===== src/rtl/pwm_chan_pkg.sv =====
package pwm_chan_pkg;
    typedef enum logic {
        TB_HALT = 1'b0,
        TB_RUN  = 1'b1
    } tb_state_e;

    localparam int FRC_A_LOW  = 0;
    localparam int FRC_B_HIGH = 1;
    localparam int FRC_W      = 2;

    localparam int SH_PRD  = 0;
    localparam int SH_CMPA = 1;
    localparam int SH_CMPB = 2;
    localparam int SH_N    = 3;
endpackage


===== src/rtl/pwm_shadow_reg.sv =====
module pwm_shadow_reg #(
    parameter int           W       = 16,
    parameter logic [W-1:0] RST_VAL = '0
) (
    input  logic         clk,
    input  logic         rst_n,
    input  logic         wr,
    input  logic [W-1:0] wr_val,
    input  logic         load,
    output logic [W-1:0] active
);
    logic [W-1:0] shadow_q;
    logic [W-1:0] active_q;

    // Shadow captures writes; active copies the shadow as it stood before the edge.
    always_ff @(posedge clk or negedge rst_n) begin
        if (!rst_n) begin
            shadow_q <= RST_VAL;
            active_q <= RST_VAL;
        end else begin
            if (wr)   shadow_q <= wr_val;
            if (load) active_q <= shadow_q;
        end
    end

    assign active = active_q;
endmodule


===== src/rtl/pwm_timebase.sv =====
module pwm_timebase
    import pwm_chan_pkg::*;
#(
    parameter int W = 16
) (
    input  logic         clk,
    input  logic         rst_n,
    input  logic         run_en,
    input  logic [W-1:0] prd_act,
    input  logic [W-1:0] phase_val,
    input  logic         phase_en,
    input  logic         sync_in,
    output logic [W-1:0] cnt,
    output logic         running,
    output logic         shadow_ld,
    output logic         sync_out
);
    tb_state_e    state_q, state_d;
    logic [W-1:0] cnt_q;
    logic         zero_evt;

    // State register
    always_ff @(posedge clk or negedge rst_n) begin
        if (!rst_n) state_q <= TB_HALT;
        else        state_q <= state_d;
    end

    // Transitions: start and stop
    always_comb begin
        state_d = state_q;
        unique case (state_q)
            TB_HALT: if (run_en)  state_d = TB_RUN;
            TB_RUN:  if (!run_en) state_d = TB_HALT;
            default: state_d = TB_HALT;
        endcase
    end

    // State outputs
    always_comb begin
        running   = 1'b0;
        unique case (state_q)
            TB_HALT: running = 1'b0;
            TB_RUN:  running = 1'b1;
            default: running = 1'b0;
        endcase
        zero_evt  = running && (cnt_q == '0);
        shadow_ld = !running || zero_evt;
        sync_out  = zero_evt;
    end

    // Counter
    always_ff @(posedge clk or negedge rst_n) begin
        if (!rst_n) begin
            cnt_q <= '0;
        end else if (running) begin
            if (sync_in && phase_en)  cnt_q <= phase_val;
            else if (cnt_q >= prd_act) cnt_q <= '0;
            else                       cnt_q <= cnt_q + 1'b1;
        end
    end

    assign cnt = cnt_q;
endmodule


===== src/rtl/pwm_action.sv =====
module pwm_action
    import pwm_chan_pkg::*;
#(
    parameter int W = 16
) (
    input  logic             clk,
    input  logic             rst_n,
    input  logic             running,
    input  logic [W-1:0]     cnt,
    input  logic [W-1:0]     cmpa_act,
    input  logic [W-1:0]     cmpb_act,
    input  logic             wr_force,
    input  logic [FRC_W-1:0] force_data,
    output logic             aq_lvl,
    output logic             out_a,
    output logic             out_b
);
    logic             hit_a, hit_b;
    logic             aq_q;
    logic [FRC_W-1:0] frc_q;

    assign hit_a = running && (cnt == cmpa_act);
    assign hit_b = running && (cnt == cmpb_act);

    // Clear outranks set when both thresholds match together.
    always_ff @(posedge clk or negedge rst_n) begin
        if (!rst_n)     aq_q <= 1'b0;
        else if (hit_b) aq_q <= 1'b0;
        else if (hit_a) aq_q <= 1'b1;
    end

    always_ff @(posedge clk or negedge rst_n) begin
        if (!rst_n)        frc_q <= '0;
        else if (wr_force) frc_q <= force_data;
    end

    assign aq_lvl = aq_q;
    assign out_a  = frc_q[FRC_A_LOW]  ? 1'b0 : aq_q;
    assign out_b  = frc_q[FRC_B_HIGH] ? 1'b1 : aq_q;
endmodule


===== src/rtl/pwm_chan.sv =====
module pwm_chan
    import pwm_chan_pkg::*;
#(
    parameter int CNT_W      = 16,
    parameter int RST_PERIOD = 15
) (
    input  logic             clk,
    input  logic             rst_n,
    input  logic             run_en,
    input  logic             phase_en,
    input  logic             wr_period,
    input  logic             wr_cmp_a,
    input  logic             wr_cmp_b,
    input  logic             wr_phase,
    input  logic [CNT_W-1:0] wr_data,
    input  logic             wr_force,
    input  logic [1:0]       force_data,
    input  logic             sync_in,
    output logic             sync_out,
    output logic [CNT_W-1:0] cnt,
    output logic             out_a,
    output logic             out_b
);
    logic [SH_N-1:0]  sh_wr;
    logic [CNT_W-1:0] sh_act [SH_N];
    logic [CNT_W-1:0] prd_act, cmpa_act, cmpb_act;
    logic [CNT_W-1:0] phase_q;
    logic             running, shadow_ld, aq_lvl;

    assign sh_wr[SH_PRD]  = wr_period;
    assign sh_wr[SH_CMPA] = wr_cmp_a;
    assign sh_wr[SH_CMPB] = wr_cmp_b;

    for (genvar g = 0; g < SH_N; g++) begin : g_sh
        localparam logic [CNT_W-1:0] RV = (g == SH_PRD) ? CNT_W'(RST_PERIOD) : '0;
        pwm_shadow_reg #(.W(CNT_W), .RST_VAL(RV)) u_sh (
            .clk    (clk),
            .rst_n  (rst_n),
            .wr     (sh_wr[g]),
            .wr_val (wr_data),
            .load   (shadow_ld),
            .active (sh_act[g])
        );
    end

    assign prd_act  = sh_act[SH_PRD];
    assign cmpa_act = sh_act[SH_CMPA];
    assign cmpb_act = sh_act[SH_CMPB];

    always_ff @(posedge clk or negedge rst_n) begin
        if (!rst_n)        phase_q <= '0;
        else if (wr_phase) phase_q <= wr_data;
    end

    pwm_timebase #(.W(CNT_W)) u_tb (
        .clk       (clk),
        .rst_n     (rst_n),
        .run_en    (run_en),
        .prd_act   (prd_act),
        .phase_val (phase_q),
        .phase_en  (phase_en),
        .sync_in   (sync_in),
        .cnt       (cnt),
        .running   (running),
        .shadow_ld (shadow_ld),
        .sync_out  (sync_out)
    );

    pwm_action #(.W(CNT_W)) u_aq (
        .clk        (clk),
        .rst_n      (rst_n),
        .running    (running),
        .cnt        (cnt),
        .cmpa_act   (cmpa_act),
        .cmpb_act   (cmpb_act),
        .wr_force   (wr_force),
        .force_data (force_data),
        .aq_lvl     (aq_lvl),
        .out_a      (out_a),
        .out_b      (out_b)
    );
endmodule


===== config.mk =====
export PLATFORM = sky130hd
export DESIGN_NAME = pwm_chan
export DESIGN_NICKNAME = d
export VERILOG_FILES = /design/src/rtl/pwm_chan_pkg.sv /design/src/rtl/pwm_shadow_reg.sv /design/src/rtl/pwm_timebase.sv /design/src/rtl/pwm_action.sv /design/src/rtl/pwm_chan.sv
export SDC_FILE = /design/constraint.sdc
export NUM_CORES = 1
export LEC_CHECK = 0
export BUFFER_PORTS_ARGS = -buffer_cell sky130_fd_sc_hd__buf_2
export CAP_MARGIN = 15
export CELL_PAD_IN_SITES_DETAIL_PLACEMENT = 2
export CELL_PAD_IN_SITES_GLOBAL_PLACEMENT = 2
export CORE_ASPECT_RATIO = 0.6
export CORE_MARGIN = 3
export CORE_UTILIZATION = 43
export DETAILED_ROUTE_END_ITERATION = 7
export PLACE_DENSITY = 0.81
export SYNTH_ARGS = -nofsm -noshare
export SYNTH_HDL_FRONTEND = slang
export SYNTH_HIERARCHICAL = 1
export SYNTH_SLANG_ARGS = --single-unit

===== constraint.sdc =====
create_clock -name clk -period 3.3 [get_ports clk]
set_clock_uncertainty 0.2 [all_clocks]
set_input_delay 0.33 -clock clk [delete_from_list [all_inputs] [get_ports clk]]
set_output_delay 0.33 -clock clk [all_outputs]
set_load 0.03 [all_outputs]

==> results of run 1 <==
-- repair_timing --
action	4_1_cts	5_1_grt
hold buffers	14	0
buffers inserted	0	0
endpoints found under the hold margin	86	0
-- metal layers --
layer / GRT usage, % / vias to the layer above / wire (µm)
met5: 0 / - / 0
met4: 6.17 / 0 / 191
met3: 5.91 / 20 / 758
met2: 38.2 / 84 / 8550
met1: 34.3 / 2170 / 9200
li1: - / 1738 / -
-- cells by family after synthesis --
group / Yosys count
AO/OA/AOI/OAI: 41
XOR/XNOR: 46
adder cells (fa/ha/maj): 18
buffers and inverters: 40
flip-flops: 132
multiplexers: 114
AND/OR/NAND/NOR: 56
-- layout by cell type, fill, tap and decap left out, types with 2 or more instances in the layout --
master,synthesis,routed
o2111ai_1,2,2
mux2_2,44,44
o21ai_0,4,4
ha_1,18,18
nor4_1,8,8
a22oi_1,14,14
clkbuf_16,0,17
o221ai_1,2,2
dfstp_2,8,8
o21ai_2,10,10
and3_1,3,3
nand3_1,10,10
nand2_1,11,10
clkbuf_8,0,3
inv_6,0,4
a31oi_1,2,2
mux2_4,70,70
xnor2_1,39,39
buf_4,0,14
xor2_1,7,7
nor2_1,6,6
dfrtp_1,124,124
inv_1,20,20
nand4_1,11,11
a21oi_1,4,4
buf_2,0,45
dlygate4sd3_1,0,14
clkinv_4,0,2
clkinvlp_4,0,5
-- power groups by stage --
stage,sequential [mW],clock [mW],combinational (mW)
6_report,2.12,1.80,1.46
5_1_grt,2.16,1.92,1.56
4_1_cts,2.13,1.84,1.46
3_5_place_dp,2.14,0,1.42
3_3_place_gp,2.11,0,1.35
2_1_floorplan,2.21,0,0.843
-- layout make-up --
type                    instances  area share [%]
flip-flops and latches        132            44.2
multi-input cells             275            37.4
repair buffers                 75            6.69
clock buffers                  20            6.22
well taps                     192            3.20
clock inverters                12            1.27
inverters                      21            1.05
-- final timing paths --
check | startpoint | endpoint | slack (ns) | cells after the start
min in group asynchronous | rst_n | u_aq/frc_q[0]$_DFFE_PN0P_ | 0.28 | 2
max reg2reg | u_tb/cnt[2]$_DFFE_PN0P_ | u_tb/cnt[1]$_DFFE_PN0P_ | 0.37 | 6
min reg2reg | phase_q[1]$_DFFE_PN0P_ | u_tb/cnt[1]$_DFFE_PN0P_ | 0.29 | 2
max | u_tb/cnt[2]$_DFFE_PN0P_ | u_tb/cnt[1]$_DFFE_PN0P_ | 0.37 | 6
min | wr_data[4] | g_sh[1].u_sh/shadow_q[4]$_DFFE_PN0P_ | 0.009 | 2
max in group asynchronous | rst_n | g_sh[0].u_sh/active[14]$_DFFE_PN0P_ | 1.81 | 3
-- metrics by stage --
step	power, mW	instance area (µm²)	std cells	worst slack, ns	hold WS (ns)
after global routing	5.65	7500	727	0.209	0.0161
after global placement	3.47	6800	681	0.494	0.153
final	5.38	7500	727	0.367	0.00890
after CTS	5.42	7500	727	0.352	0.00291
after detailed placement	3.56	6800	681	0.390	0.160
after floorplan	3.06	6460	447	0.562	-0.166
-- registers in the layout (all words and copies together), names as in the netlist --
signal	flops
g_sh.u_sh/shadow_q	48
u_aq/aq_lvl	1
g_sh.u_sh/active	48
phase_q	16
u_aq/frc_q	2
u_tb/cnt	16
u_tb/state_q	1
-- worst max-delay path: stages, from the launching register on --
cell and delay (ns):
dfrtp_1 0.60, ha_1 0.30, or3_1 0.35, o2111ai_1 0.10
nor4_1 0.06, or4_1 0.90, o221ai_1 0.32
==> results.yml, run 1 <==
layout:
  area_growth_pct: 16.2
  final_util_pct: 53.0
  nFillCells: 1308
  fin_nets: 568
  antenna_cells: 0
  seqCellArea_um2: 3310
  multi_input_area_um2: 2810
  drive_gt1_share_pct: 43.0
clock_network:
  cts_tree: "done"
  ctsRootBufferMaster: "clkbuf_16"
  insertion_delay_ns: 0.43
  ctsResizeCount: 0
  htreeDepth: 4
  clock_sinks: 132
  cts-buffers-inserted: 17
  clk_pin_slew_worst_paths_ns: 0.06
  cts_buffer_depth: 2
timing:
  tightest_slew_ns: 0.890
  finalHoldViolations: 0
  finalCritPeriodShare_pct: 88.9
  max_freq_ghz: 0.341
  grt_setup_unrepaired: "no"
  finalSetupViolations: 0
  fin_setup_tns_ns: 0
  relSlewSlack_pct: 40.7
  slew_violations: 0
  period_needed_ns: 2.93
route:
  drt_pass1_iterations: 4
  drc: 0
  drt_iter0_markers: 177
  detail-route-antenna-nets: 0
  num_vias: 4012
  finalWirelength_um: 18700
  avgViaCountPerCell: 5.52
  wl_per_cell_um: 25.7
synthesis:
  ys_ff_latch: 132
  yosysMostFrequentCell: "dfrtp_1"
  ys_top_cells_by_area: "dfrtp_1, mux2_4, mux2_2, xnor2_1, ha_1"
  yosys.area.top_type: "dfrtp_1"
  synth_top_family_by_area: "multiplexers"
  synth_enable_flop_cells: 0
  yosysSeqAreaShare_pct: 51.3
  synth-compound-area-share_pct: 5.02
  synth-simple-area-share_pct: 4.71
  async_reset_ff_share_pct: 100
  synth_common_cells: "dfrtp_1, mux2_4, mux2_2"
  yosys_warnings: 6
  syn-num-nets: 493
  synthXorXnorAreaFrac_pct: 6.24
  syn-mean-instance-area_um2: 14.4
  synth_top_area_share_pct: 48.1
  synth_fa_ha_area_share_pct: 3.49
  synth_mux_area_share_pct: 24.0
  syn-cell-area_um2: 6460
  synth_ff_type: "dfrtp_1"
  syn_inst: 447
  ys_types: 35
placed_design:
  portBuffers: 46
  dp_hpwl_um: 12700
  globalplace.congestion: 0.929
power_and_ir_drop:
  ir_drop_v: 0.000278
  p_comb_share_pct: 27.1
  p_switching_mw: 1.82
  p_int_mw: 3.56
  p_per_area_nw_per_um2: 718
  netSwitchingFraction_pct: 33.8
  p_clk_share_pct: 33.5
  seqPwrFrac_pct: 39.4
  p_leak_nw: 3.40
die:
  core_um2: 14200
  die-area_um2: 16600
  start_util_pct: 45.6
  fp-row-count: 33
  ios: 47
  die_w_um: 164
  die_height_um: 101
global_route:
  grt_pass1_wl_um: 29500
  antenna_found_initial: 0
  grt_max_degree: 70
  grt_overflow: 0
  grt_pass1_vias: 4685
  track_usage_pct: 24.4
setup_path:
  cp.required_ns: 3.42
  crit_fanout: 16
  critPathKind: "flop to flop"
  cp-end-kind: "flop"
  arrival_ns: 3.05
  startpoint_type: "flop"
flow_run:
  max-cap-violations: 0
min_path:
  hold_class: "primary input to flop"
status:
  status: "finished clean"
Power figures use the tool's default switching activity.
==> run 2: changes to the inputs <==
--- a/config.mk
+++ b/config.mk
@@ -5,15 +5,16 @@
 export SDC_FILE = /design/constraint.sdc
 export NUM_CORES = 1
 export LEC_CHECK = 0
+export ABC_AREA = 1
 export BUFFER_PORTS_ARGS = -buffer_cell sky130_fd_sc_hd__buf_2
 export CAP_MARGIN = 15
 export CELL_PAD_IN_SITES_DETAIL_PLACEMENT = 2
 export CELL_PAD_IN_SITES_GLOBAL_PLACEMENT = 2
 export CORE_ASPECT_RATIO = 0.6
 export CORE_MARGIN = 3
-export CORE_UTILIZATION = 43
+export CORE_UTILIZATION = 36
 export DETAILED_ROUTE_END_ITERATION = 7
-export PLACE_DENSITY = 0.81
+export PLACE_DENSITY = 0.82
 export SYNTH_ARGS = -nofsm -noshare
 export SYNTH_HDL_FRONTEND = slang
 export SYNTH_HIERARCHICAL = 1
==> run 2 against run 1 <==
Net effect:
- non-clock buffer count is 4 higher
- first-iteration DRC count rose by 110%
- via count rose by 55%
- combinational power down 25%
- final area up 7.8%
- core utilization fell by 9.1 points
- critical path type unchanged
- critical endpoint is now g_sh[0].u_sh/active[15]$_DFFE_PN0P_
- highest routed layer unchanged
==> results.yml, run 2 <==
die:
  fp-row-count: 38
  die_w_um: 185
  core_um2: 18400
  die-area_um2: 20900
  ios: 47
  start_util_pct: 37.4
  die_height_um: 113
timing:
  max_freq_ghz: 0.367
  finalCritPeriodShare_pct: 82.6
  finalSetupViolations: 0
  tightest_slew_ns: 0.808
  finalHoldViolations: 0
  fin_setup_tns_ns: 0
  period_needed_ns: 2.73
  slew_violations: 0
  grt_setup_unrepaired: "no"
  relSlewSlack_pct: 46.0
layout:
  nFillCells: 2169
  area_growth_pct: 17.2
  final_common_cell: "nand2_1"
  final_cell_mix: "nand2_1, dfrtp_1, inv_1"
  fin_nets: 1017
  drive_gt1_share_pct: 13.0
  antenna_cells: 0
synthesis:
  syn-mean-instance-area_um2: 7.63
  yosys_warnings: 6
  synth_common_cells: "nand2_1, dfrtp_1, inv_1"
  syn-num-nets: 950
  synth_ff_type: "dfrtp_1"
  synth_enable_flop_cells: 0
  yosys.area.top_type: "dfrtp_1"
  yosysMostFrequentCell: "nand2_1"
  syn_inst: 904
  synth_top_area_share_pct: 45.0
  async_reset_ff_share_pct: 100
  yosysSeqAreaShare_pct: 48.0
  ys_ff_latch: 132
  ys_top_cells_by_area: "dfrtp_1, nand2_1, inv_1, buf_6, ha_1"
  syn-cell-area_um2: 6900
  ys_types: 34
placed_design:
  dp_hpwl_um: 17900
  portBuffers: 46
  globalplace.congestion: 0.813
clock_network:
  cts_setup_buffers: 0
  clk_pin_slew_worst_paths_ns: 0.06
  post_cts_hold_buffer_count: 22
  htreeDepth: 4
  cts-buffers-inserted: 17
  insertion_delay_ns: 0.43
  ctsRootBufferMaster: "clkbuf_16"
  clock_sinks: 132
  ctsResizeCount: 0
  cts_buffer_depth: 2
  cts_tree: "done"
setup_path:
  critPathKind: "flop to flop"
  path_buf_inv: 1
  crit_fanout: 27
  slowest_stage: "nand2_2"
  cp.required_ns: 3.46
  cp-end-kind: "flop"
  arrival_ns: 2.88
  startpoint_type: "flop"
  crit_family: "simple AND/OR/NAND/NOR gates"
  critPathMaxStageDelay_ns: 0.62
  path_cells: "inv_1 -> ha_1 -> nand3_1 -> nor4_1 -> nand3_1 -> nand2_2 -> nand2_1 -> nand2_1"
min_path:
  hold_class: "primary input to flop"
global_route:
  antenna_found_initial: 0
  grt_overflow: 0
  grt_max_degree: 44
  grt_pass1_vias: 6566
  track_usage_pct: 26.3
  grt_pass1_wl_um: 40600
status:
  status: "finished clean"
route:
  drc: 0
  finalWirelength_um: 26100
  avgViaCountPerCell: 5.08
  detail-route-antenna-nets: 0
  num_vias: 6216
  drt_pass1_iterations: 5
  drt_iter0_markers: 366
  wl_per_cell_um: 21.4
flow_run:
  max-cap-violations: 0
power_and_ir_drop:
  p_per_area_nw_per_um2: 648
  power_mw: 5.24
  ir_drop_v: 0.000383
  p_leak_nw: 4.43
## run 2: cell count changes in the layout (fill, tap and decap cells not counted), moves of 33 or more
| cell | before | now |
|---|---|---|
| nand2_1 | 10 | 446 |
| inv_1 | 20 | 88 |
| nand3_1 | 10 | 43 |
| nor2_1 | 6 | 50 |
| mux2_2 | 44 | 1 |
| mux2_4 | 70 | 0 |
## run 2: cell families (layout without fill, tap and decap cells)
group | Yosys count | after routing | share of synthesized area [%]
muxes | 1 | 1 | 0.163
DFF | 132 | 132 | 48.0
and+or+nand+nor | 570 | 570 | 33.1
AOI/OAI and AO/OA | 36 | 36 | 2.96
adders and majority gates | 18 | 18 | 3.26
xor gates and xnor gates | 17 | 17 | 2.16
buffers and inverters | 130 | 210 | 10.3
## run 2: power by group
group | internal [mW] | switching (mW)
clock | 1.30 | 0.766
combinational | 0.369 | 0.728
sequential | 1.80 | 0.275
total | 3.47 | 1.77
## run 2: stage by stage
step / setup slack, ns / hold WS (ns) / cells / area [µm²] / utilization [%]
floorplan: 1.12 / -0.166 / 904 / 6900 / -
global placement: 0.826 / 0.0874 / 1170 / 7230 / 39.2
detailed placement: 0.632 / 0.0934 / 1170 / 7230 / 39.2
CTS: 0.586 / 0.0121 / 1224 / 8090 / 43.8
global route: 0.391 / 0.0320 / 1224 / 8090 / 43.8
finish: 0.574 / 0.0275 / 1224 / 8090 / 43.8
## run 2: final timing paths
kind / from / endpoint / slack (ns) / cells past startpoint
worst max-delay path: u_tb/cnt[0]$_DFFE_PN0P_ / g_sh[0].u_sh/active[15]$_DFFE_PN0P_ / 0.57 / 8
worst min-delay path: wr_data[5] / g_sh[2].u_sh/shadow_q[5]$_DFFE_PN0P_ / 0.03 / 3
worst max register to register: u_tb/cnt[0]$_DFFE_PN0P_ / g_sh[0].u_sh/active[15]$_DFFE_PN0P_ / 0.57 / 8
worst min register to register: g_sh[0].u_sh/shadow_q[3]$_DFFE_PN1P_ / g_sh[0].u_sh/active[3]$_DFFE_PN1P_ / 0.27 / 2
max in group asynchronous: rst_n / g_sh[0].u_sh/shadow_q[0]$_DFFE_PN1P_ / 1.94 / 3
min in group asynchronous: rst_n / u_tb/cnt[8]$_DFFE_PN0P_ / 0.19 / 2
## run 2: worst register-to-register path, stage by stage, from the launching register on
cell and delay [ns]:
dfrtp_1 0.46, inv_1 0.21, ha_1 0.18, nand3_1 0.07, nor4_1 0.22, nand3_1 0.17
nand2_2 0.62, nand2_1 0.38, nand2_1 0.15
## run 2: per-layer routing
layer / global-route usage (%) / wire [µm] / up-vias
met4: 5.14 / 198 / 0
met3: 6.07 / 1450 / 16
met5: 0 / 0 / -
met2: 39.0 / 11100 / 138
met1: 39.6 / 13400 / 3188
li1: - / - / 2874
## run 2: layout make-up
type,instances,area (µm²),area share (%)
clock inverters,9,141,1.75
repair buffers,79,552,6.82
inverters,99,407,5.03
multi-input cells,642,2880,35.6
well taps,240,300,3.71
clock buffers,23,498,6.16
flip-flops and latches,132,3310,41.0
==> run 3: changes to the inputs <==
--- a/config.mk
+++ b/config.mk
@@ -5,16 +5,16 @@
 export SDC_FILE = /design/constraint.sdc
 export NUM_CORES = 1
 export LEC_CHECK = 0
-export ABC_AREA = 1
+export ABC_AREA = 0
 export BUFFER_PORTS_ARGS = -buffer_cell sky130_fd_sc_hd__buf_2
 export CAP_MARGIN = 15
 export CELL_PAD_IN_SITES_DETAIL_PLACEMENT = 2
 export CELL_PAD_IN_SITES_GLOBAL_PLACEMENT = 2
 export CORE_ASPECT_RATIO = 0.6
 export CORE_MARGIN = 3
-export CORE_UTILIZATION = 36
+export CORE_UTILIZATION = 39
 export DETAILED_ROUTE_END_ITERATION = 7
-export PLACE_DENSITY = 0.82
+export PLACE_DENSITY = 0.77
 export SYNTH_ARGS = -nofsm -noshare
 export SYNTH_HDL_FRONTEND = slang
 export SYNTH_HIERARCHICAL = 1
==> constraint.sdc (replaced) <==
create_clock -name clk -period 2.3 [get_ports clk]
set_clock_uncertainty 0.2 [all_clocks]
set_input_delay 0.23 -clock clk [delete_from_list [all_inputs] [get_ports clk]]
set_output_delay 0.23 -clock clk [all_outputs]
set_load 0.03 [all_outputs]
==> run 3 against run 2 <==
Net effect:
- the flow now finishes with violations (setup timing)
- non-clock buffer count grew 38
- combinational power grew 150%
- final area grew 1.5%
==> results.yml, run 3 (synthesized netlist as in run 1, its figures left out) <==
status:
  status: "finished, violations left"
  violations: "setup timing"
layout:
  area_growth_pct: 27.1
  antenna_cells: 0
  fin_nets: 611
  final_cells: 781
  seqCellArea_um2: 3320
  nFillCells: 1458
  drive_gt1_share_pct: 50.7
  multi_input_area_um2: 2990
  final_common_cell: "dfrtp_1"
  final_util_pct: 52.1
  final_cell_mix: "dfrtp_1, mux2_4, mux2_2, buf_2, xnor2_1"
setup_path:
  critPathMaxStageDelay_ns: 0.40
  crit_family: "buffers and inverters"
  path_buf_inv: 4
  cp-end-kind: "output pin"
  cp.required_ns: 1.87
  crit_fanout: 2
  worstSetupPathDepth: 8
  path_cells: "buf_6 -> inv_4 -> ha_4 -> nor3b_4 -> nand4_1 -> buf_4 -> nor2_4 -> buf_6"
  path_common_cell: "buf_6"
  reg2regPathDepth: 7
  startpoint_type: "flop"
  arrival_ns: 1.94
  slowest_stage: "dfrtp_2"
  critPathKind: "flop to output pin"
clock_network:
  clock_sinks: 132
  htreeDepth: 4
  cts_tree: "done"
  clk_pin_slew_worst_paths_ns: 0.06
  cts_buffer_depth: 2
  ctsRootBufferMaster: "clkbuf_16"
  insertion_delay_ns: 0.42
  cts-buffers-inserted: 17
power_and_ir_drop:
  p_clk_share_pct: 32.0
  p_switching_mw: 2.85
  p_per_area_nw_per_um2: 1020
  seqPwrFrac_pct: 35.5
  p_comb_share_pct: 32.4
  netSwitchingFraction_pct: 34.1
  p_int_mw: 5.50
  p_leak_nw: 3.68
  ir_drop_v: 0.000511
timing:
  finalSetupViolations: 16
  finalCritPeriodShare_pct: 103
  finalHoldViolations: 0
  whs_ns: 0.143
  tightest_slew_ns: 0.750
  max_freq_ghz: 0.421
  worst_slack_ns: -0.0734
  relSlewSlack_pct: 50.0
  slew_violations: 0
  grt_setup_unrepaired: "yes"
  period_needed_ns: 2.37
flow_run:
  max-cap-violations: 0
global_route:
  met1_usage_pct: 32.4
  grt_overflow: 0
  grtUsageMet2_pct: 35.8
  use_met3_pct: 4.84
  busiest_layer: "met2"
  grt_max_degree: 54
  grt_pass1_vias: 4800
  track_usage_pct: 22.9
  grt_pass1_wl_um: 30600
  antenna_found_initial: 0
route:
  drt_iter0_markers: 297
  num_vias: 4159
  wl_per_cell_um: 26.3
  drc: 0
  detail-route-antenna-nets: 0
  finalWirelength_um: 20500
  drt_pass1_iterations: 4
  avgViaCountPerCell: 5.33
die:
  fp-row-count: 35
  start_util_pct: 41.0
  ios: 47
  die_height_um: 106
  core_um2: 15800
  die_w_um: 172
  die-area_um2: 18200
placed_design:
  globalplace.congestion: 0.889
  dp_hpwl_um: 13500
  portBuffers: 46
  dp_cells: 715
min_path:
  hold_class: "primary input to async pin"
-- run 3: cell types whose count changed in the layout (fill, tap and decap cells not counted), moves of 7 or more --
cell     change
nor2_1      -45
mux2_4      +70
nand2_1    -436
buf_6        +7
nand2_2      -9
nand3_1     -33
a21oi_1     -20
inv_1       -71
a22oi_1     +14
xnor2_1     +30
buf_4       +23
mux2_2      +43
o21ai_2     +14
-- run 3: what timing repair did --
item	in CTS	in global routing
setup endpoints to repair	64	48
resized for setup	40	6
endpoints found under the hold margin	129	0
cloned	0	6
buffers inserted	4	2
hold buffers	22	0
pin swaps	12	2
-- run 3: stage by stage --
step	worst slack, ns	instance area, µm²	power (mW)	setup TNS [ns]
4_1_cts	-0.0639	8040	8.29	-0.107
3_5_place_dp	-0.336	7040	5.30	-8.87
3_3_place_gp	-0.221	7030	5.15	-4.85
2_1_floorplan	-0.164	6470	4.41	-2.10
5_1_grt	-0.123	8210	8.74	-1.99
6_report	-0.0734	8210	8.35	-0.339
-- run 3: path summary, 6_finish.rpt --
path,end,slack (ns),startpoint
max,sync_out,-0.07,u_tb/cnt[1]$_DFFE_PN0P_
min reg2reg,g_sh[2].u_sh/shadow_q[2]$_DFFE_PN0P_,0.31,g_sh[2].u_sh/shadow_q[2]$_DFFE_PN0P_
min in group clk,phase_q[14]$_DFFE_PN0P_,0.22,wr_phase
max in group asynchronous,phase_q[12]$_DFFE_PN0P_,1.14,rst_n
min,u_aq/frc_q[1]$_DFFE_PN0P_,0.14,rst_n
max reg2reg,u_tb/cnt[13]$_DFFE_PN0P_,-0.03,u_tb/cnt[6]$_DFFE_PN0P_
-- run 3: layout make-up --
cell class / instances / share of cell area [%]
clock buffers: 18 / 5.23
repair buffers: 117 / 12.0
clock inverters: 14 / 1.72
flip-flops and latches: 132 / 40.4
well taps: 203 / 3.09
multi-input cells: 276 / 36.5
inverters: 21 / 0.991
-- run 3: routing by layer --
layer,wire (µm),vias to the layer above
met5,0,-
met4,209,0
met3,1010,18
met2,9560,88
met1,9770,2233
li1,-,1820
-- run 3: worst reg2reg max path: cells and delay by family, from the launching register on --
family | cells | cell delay, ns
compound gates | 2 | 0.22
simple gates | 3 | 0.96
buf+inv | 1 | 0.17
flops | 1 | 0.39
fa+ha+maj | 1 | 0.31
-- run 3: power by group through the flow --
stage / logic, mW / clock network, mW / registers, mW
2_1_floorplan: 1.22 / 0 / 3.19
3_3_place_gp: 2.20 / 0 / 2.96
3_5_place_dp: 2.30 / 0 / 3.00
4_1_cts: 2.59 / 2.73 / 2.97
5_1_grt: 2.89 / 2.84 / 3.01
6_report: 2.71 / 2.67 / 2.97
